## src/rtl/ls_access_pkg.sv

```systemverilog
package ls_access_pkg;

    localparam int DATA_W     = 64;
    localparam int LANE_BYTES = DATA_W / 8;
    localparam int OFS_W      = $clog2(LANE_BYTES);
    localparam int SIZE_W     = 2;
    localparam int NUM_SIZES  = 1 << SIZE_W;
    localparam int OP_W       = 2;
    localparam int HINT_W     = 5;
    localparam int NBITS_W    = $clog2(DATA_W) + 1;
    localparam int HALF_W     = DATA_W / 2;

    typedef enum logic [1:0] {
        CLS_STORE    = 2'd0,
        CLS_LOAD     = 2'd1,
        CLS_PREFETCH = 2'd2
    } ls_class_e;

    typedef struct packed {
        ls_class_e            cls;
        logic                 undef;
        logic                 sext;
        logic                 wide;
        logic [NBITS_W-1:0]   nbits;
        logic                 tag_chk;
    } ls_decode_t;

    // Mask covering the low (8 << size) bits of a data word
    function automatic logic [DATA_W-1:0] size_mask(input logic [SIZE_W-1:0] size);
        logic [DATA_W-1:0] m;
        m = '0;
        for (int b = 0; b < DATA_W; b++) begin
            if (b < (8 << size)) m[b] = 1'b1;
        end
        return m;
    endfunction

endpackage

```

## src/rtl/ls_class_decode.sv

```systemverilog
module ls_class_decode
    import ls_access_pkg::*;
(
    input  logic [SIZE_W-1:0] size,
    input  logic [OP_W-1:0]   op,
    output ls_decode_t        dec
);
    localparam logic [SIZE_W-1:0] SIZE_MAX = '1;
    localparam logic [SIZE_W-1:0] SIZE_WORD = SIZE_MAX - 1'b1;

    always_comb begin
        dec         = '0;
        dec.nbits   = NBITS_W'(8) << size;
        if (!op[1]) begin
            dec.cls  = op[0] ? CLS_LOAD : CLS_STORE;
            dec.wide = (size == SIZE_MAX);
            dec.sext = 1'b0;
        end else if (size == SIZE_MAX) begin
            dec.cls   = CLS_PREFETCH;
            dec.wide  = 1'b1;
            dec.undef = op[0];
        end else begin
            dec.cls   = CLS_LOAD;
            dec.sext  = 1'b1;
            dec.wide  = !op[0];
            dec.undef = (size == SIZE_WORD) && op[0];
        end
        dec.tag_chk = (dec.cls != CLS_PREFETCH);
    end
endmodule

```

## src/rtl/ls_load_extend.sv

```systemverilog
module ls_load_extend
    import ls_access_pkg::*;
(
    input  logic [DATA_W-1:0] raw,
    input  logic [SIZE_W-1:0] size,
    input  logic              sext,
    input  logic              wide,
    output logic [DATA_W-1:0] value
);
    logic [DATA_W-1:0] ext [NUM_SIZES];

    for (genvar g = 0; g < NUM_SIZES; g++) begin : g_width
        localparam int NB = 8 << g;
        if (NB >= DATA_W) begin : g_full
            assign ext[g] = raw;
        end else begin : g_part
            assign ext[g] = {{(DATA_W-NB){sext & raw[NB-1]}}, raw[NB-1:0]};
        end
    end

    always_comb begin
        value = ext[size];
        if (!wide) value[DATA_W-1:HALF_W] = '0;
    end
endmodule

```

## src/rtl/ls_store_pack.sv

```systemverilog
module ls_store_pack
    import ls_access_pkg::*;
(
    input  logic [DATA_W-1:0]     src,
    input  logic [SIZE_W-1:0]     size,
    input  logic [OFS_W-1:0]      ofs,
    output logic [DATA_W-1:0]     wdata,
    output logic [LANE_BYTES-1:0] byte_en
);
    logic [OFS_W+1:0] span_end;

    assign span_end = (OFS_W+2)'(ofs) + ((OFS_W+2)'(1) << size);
    assign wdata    = src & size_mask(size);

    for (genvar b = 0; b < LANE_BYTES; b++) begin : g_byte
        assign byte_en[b] = ((OFS_W+2)'(b) >= (OFS_W+2)'(ofs)) &&
                            ((OFS_W+2)'(b) <  span_end);
    end
endmodule

```

## src/rtl/ls_access_unit.sv

```systemverilog
module ls_access_unit
    import ls_access_pkg::*;
(
    input  logic                  clk,
    input  logic                  rst,
    input  logic                  in_valid,
    input  logic [1:0]            in_size,
    input  logic [1:0]            in_op,
    input  logic [4:0]            in_rt,
    input  logic [2:0]            in_addr_lo,
    input  logic [63:0]           in_store_src,
    input  logic [63:0]           in_load_raw,
    output logic                  out_valid,
    output logic                  out_load,
    output logic                  out_store,
    output logic                  out_prefetch,
    output logic                  out_undef,
    output logic                  out_signed,
    output logic                  out_wide,
    output logic [6:0]            out_bits,
    output logic                  out_tag_chk,
    output logic [4:0]            out_hint,
    output logic [63:0]           out_wdata,
    output logic [7:0]            out_byte_en,
    output logic [63:0]           out_rdata
);
    ls_decode_t            dec;
    logic [DATA_W-1:0]     ld_val;
    logic [DATA_W-1:0]     st_data;
    logic [LANE_BYTES-1:0] st_be;
    logic                  ld_go, st_go, pf_go;

    ls_class_decode i_dec (
        .size (in_size),
        .op   (in_op),
        .dec  (dec)
    );

    ls_load_extend i_ext (
        .raw   (in_load_raw),
        .size  (in_size),
        .sext  (dec.sext),
        .wide  (dec.wide),
        .value (ld_val)
    );

    ls_store_pack i_pack (
        .src     (in_store_src),
        .size    (in_size),
        .ofs     (in_addr_lo),
        .wdata   (st_data),
        .byte_en (st_be)
    );

    assign ld_go = in_valid && !dec.undef && (dec.cls == CLS_LOAD);
    assign st_go = in_valid && !dec.undef && (dec.cls == CLS_STORE);
    assign pf_go = in_valid && !dec.undef && (dec.cls == CLS_PREFETCH);

    always_ff @(posedge clk) begin
        if (rst) begin
            out_valid    <= 1'b0;
            out_load     <= 1'b0;
            out_store    <= 1'b0;
            out_prefetch <= 1'b0;
            out_undef    <= 1'b0;
            out_signed   <= 1'b0;
            out_wide     <= 1'b0;
            out_bits     <= '0;
            out_tag_chk  <= 1'b0;
            out_hint     <= '0;
            out_wdata    <= '0;
            out_byte_en  <= '0;
            out_rdata    <= '0;
        end else begin
            out_valid    <= in_valid;
            out_load     <= ld_go;
            out_store    <= st_go;
            out_prefetch <= pf_go;
            out_undef    <= in_valid && dec.undef;
            out_signed   <= in_valid && dec.sext;
            out_wide     <= in_valid && dec.wide;
            out_bits     <= in_valid ? dec.nbits : '0;
            out_tag_chk  <= in_valid && dec.tag_chk;
            out_hint     <= pf_go ? in_rt : '0;
            out_wdata    <= st_go ? st_data : '0;
            out_byte_en  <= st_go ? st_be : '0;
            out_rdata    <= ld_go ? ld_val : '0;
        end
    end


    one_class_chk: assert property (@(posedge clk) disable iff (rst)
        $onehot0({out_load, out_store, out_prefetch}));


    undef_quiet_chk: assert property (@(posedge clk) disable iff (rst)
        out_undef |-> !(out_load || out_store || out_prefetch));


    prefetch_untagged_chk: assert property (@(posedge clk) disable iff (rst)
        out_prefetch |-> !out_tag_chk);


    narrow_upper_chk: assert property (@(posedge clk) disable iff (rst)
        (out_load && !out_wide) |-> (out_rdata[63:32] == 32'd0));


    store_be_chk: assert property (@(posedge clk) disable iff (rst)
        !out_store |-> (out_byte_en == 8'd0 && out_wdata == 64'd0));


    valid_follow_chk: assert property (@(posedge clk) disable iff (rst)
        !in_valid |=> !(out_valid || out_load || out_store || out_prefetch));
endmodule

```

## config.mk

```make
export PLATFORM = sky130hd
export DESIGN_NAME = ls_access_unit
export DESIGN_NICKNAME = d
export VERILOG_FILES = /design/src/rtl/ls_access_pkg.sv /design/src/rtl/ls_class_decode.sv /design/src/rtl/ls_load_extend.sv /design/src/rtl/ls_store_pack.sv /design/src/rtl/ls_access_unit.sv
export SDC_FILE = /design/constraint.sdc
export NUM_CORES = 1
export LEC_CHECK = 0
export ABC_AREA = 1
export BUFFER_PORTS_ARGS = -buffer_cell sky130_fd_sc_hd__buf_2
export CORE_AREA = 3 3 114 116
export CTS_CLUSTER_DIAMETER = 30
export DETAILED_ROUTE_END_ITERATION = 10
export DIE_AREA = 0 0 117 119
export GPL_TIMING_DRIVEN = 1
export HOLD_SLACK_MARGIN = 0.05
export PLACE_DENSITY = 0.77
export SYNTH_ARGS = -nofsm -noshare
export SYNTH_HDL_FRONTEND = slang
export SYNTH_SLANG_ARGS = --single-unit
```

## constraint.sdc

```tcl
create_clock -name clk -period 2.5 [get_ports clk]
set_clock_uncertainty 0.2 [all_clocks]
set_input_delay 0.25 -clock clk [delete_from_list [all_inputs] [get_ports clk]]
set_output_delay 0.25 -clock clk [all_outputs]
set_load 0.005 [all_outputs]
```

==> metrics <==
FF+latch area=3060 µm²; peak supply drop=400 µV; Worst EP arrival=2.36 ns; Top FF cell, synth=dfxtp_1; die width=roughly 120 µm; H-tree levels=4; Post-DP HPWL=10.7 mm; placed cell count=roughly 1000; layout cells sized above 1=33.4%; number of global-route vias before repair=around 5600; Cell Count, Final, Fillers Out=between 1000 and 1500; CP startpoint kind=input port; fin crit share=90.4%; pin count of the biggest net entering global routing=52; postcts setup bufs=0; CP endpoint kind=flop; Post-Synthesis Cells=around 580; CP Max Fanout=7; CTS clock-pin slew for the worst setup and hold paths=0.06 ns; P per Cell Area=683 nW/µm²; WS Path Type=in -> reg; first-pass GRT wire length=28.3 mm; FILL cells=821; RSZ-0062 raised after global routing=no; post-CTS resize count=0; Setup WS post-layout=0.239 ns; Fin. Hold Viols=0; DRT Pass-1 Iters=5; Leak=0.00461 µW; max_cap viols=0; CP Buf/Inv Count=4; Num CTS Buffers=17; WL per Instance=16.4 µm; Worst Max-Slew Pin Slew=0.633 ns; multi-input logic area=1430 µm²; slowest CP cell=dlygate4sd3_1; Worst path top cell family by delay=buffers and inverters; routed vias=5523; clock buffer depth=2; Cell variety after synth=24; CP max stage delay=roughly 0.55 ns; Layout area overhead=74.2%; core area=12000 µm²; Seq/Total Area, Yosys=about 62%; fin. max-slew vios=0; final layout net count=1159; minimum clock period=2.26 ns; outcome=finished clean; die area=~14000 µm²; Max Clk Rate=442 MHz; FP Rows=40; Routed Antenna Nets=0; drt initial violations=361; initial core utilization=between 40% and 50%; Seq cells post-synth=153; crit-path most repeated cell=inv_1; total wire length=between 15 and 20 mm; relative slew slack=57.7%; Clock Sinks=153; EDFF count, synth=0; Die Height=119 µm; Overflow after GRT=0; port bufs=295; Avg Inst Size Synth=8.50 µm²; I/O pin cnt=299; final setup vio count=0; Place WS=0.418 ns; Required @ worst endpoint=2.60 ns; Yosys warnings=0; clk root buf=clkbuf_16; CTS tree=done; gp weighted congestion=0.823; Setup TNS Final=0 ns; FFs w/ async S/R, synth=0%; initial antenna violation count=1; cells along the critical path=dlygate4sd3_1 -> buf_2 -> nor2_1 -> ha_1 -> fa_1 -> inv_1 -> a21oi_1 -> o21ai_0 -> inv_1; Via density=4.71; worst min path class=in -> reg; total track usage=between 20% and 30%; # DRC=0; mapped cell area=4900 µm²
==> synthesized netlist by cell type (2+ instances only) <==
cell type | instances | area (µm²)
nand3_1 | 24 | 120
a21oi_1 | 45 | 225
clkbuf_1 | 12 | 45.0
nand2_2 | 3 | 18.8
inv_1 | 60 | 225
buf_1 | 7 | 26.3
buf_6 | 4 | 45.0
nor2_1 | 124 | 465
nor3_1 | 5 | 25.0
nand2_1 | 109 | 409
o21ai_0 | 5 | 25.0
buf_2 | 8 | 40.0
inv_2 | 2 | 7.51
buf_4 | 3 | 22.5
dfxtp_1 | 153 | 3060
nand3_2 | 3 | 30.0
ha_1 | 3 | 37.5
==> metal layers <==
metal	vias up	GRT usage, %	routed length [µm]
li1	2611	-	-
met1	2529	27.2	6820
met2	325	48.2	9860
met3	58	7.83	1730
met4	0	13.2	767
met5	-	0	0
==> tightest hold or removal path, delay by kind of cell <==
family	cells	cell delay (ns)
buf+inv	3	0.22
simple gates	2	0.17
==> cell usage in the layout (no fill, tap or decap), drive strengths merged <==
master and n:
a21oi 45, a31oi 1, buf 303, bufinv 4, clkbuf 24, clkinv 4
conb 3, dfxtp 153, diode 1, dlygate4sd3 145, fa 1, ha 3
inv 62, nand2 112, nand3 27, nor2 125, nor3 5, nor3b 1
o211ai 1, o21ai 5
==> flip-flops by register name (all words and copies together) (netlist names) <==
register / count
out_hint: 5
out_signed: 1
out_wide: 1
out_undef: 1
out_valid: 1
out_tag_chk: 1
out_prefetch: 1
out_bits: 4
out_byte_en: 8
out_store: 1
out_rdata: 64
out_load: 1
out_wdata: 64
==> what timing repair did <==
action,in CTS,in global routing
setup endpoints to repair,0,0
hold endpoints to repair,148,0
hold buffers,145,0
==> report_power, final <==
group          internal, µW  switching (µW)  leakage, µW
clock network          1770             954     0.000310
registers              2480            11.3      0.00124
logic                   325             287      0.00306
total                  4580            1250      0.00461
==> layout make-up <==
class | count | share of cell area [%]
flip-flops and latches | 153 | 35.9
repair buffers | 448 | 35.0
multi-input cells | 329 | 16.8
clock buffers | 24 | 5.76
inverters | 63 | 2.77
well taps | 147 | 2.15
clock inverters | 7 | 1.63
diodes | 1 | 0.0293
==> cell families (layout without fill, tap and decap cells) <==
group | count (synthesis) | in the layout | synth area share (%)
AND/OR/NAND/NOR | 270 | 270 | 22.4
buffers and inverters | 97 | 542 | 8.47
other | 1 | 4 | 0.0765
AO/OA/AOI/OAI | 52 | 52 | 5.39
adder cells (fa/ha/maj) | 4 | 4 | 1.17
flip-flops | 153 | 153 | 62.5
==> final timing paths <==
path / startpoint / depth (start not counted) / to
max: in_size[1] / 9 / out_byte_en[4]
min: in_valid / 5 / out_tag_chk
==> through the flow <==
stage,util (%),power [µW],area (µm²),hold slack (ns)
finish,71.1,5830,8540,0.0844
global route,71.1,6030,8540,0.0949
CTS,71.1,5820,8540,0.0602
detailed placement,53.7,2950,6450,0.271
global placement,53.7,2950,6450,0.262
floorplan,-,2750,4910,0.127
Power figures use the tool's default switching activity.
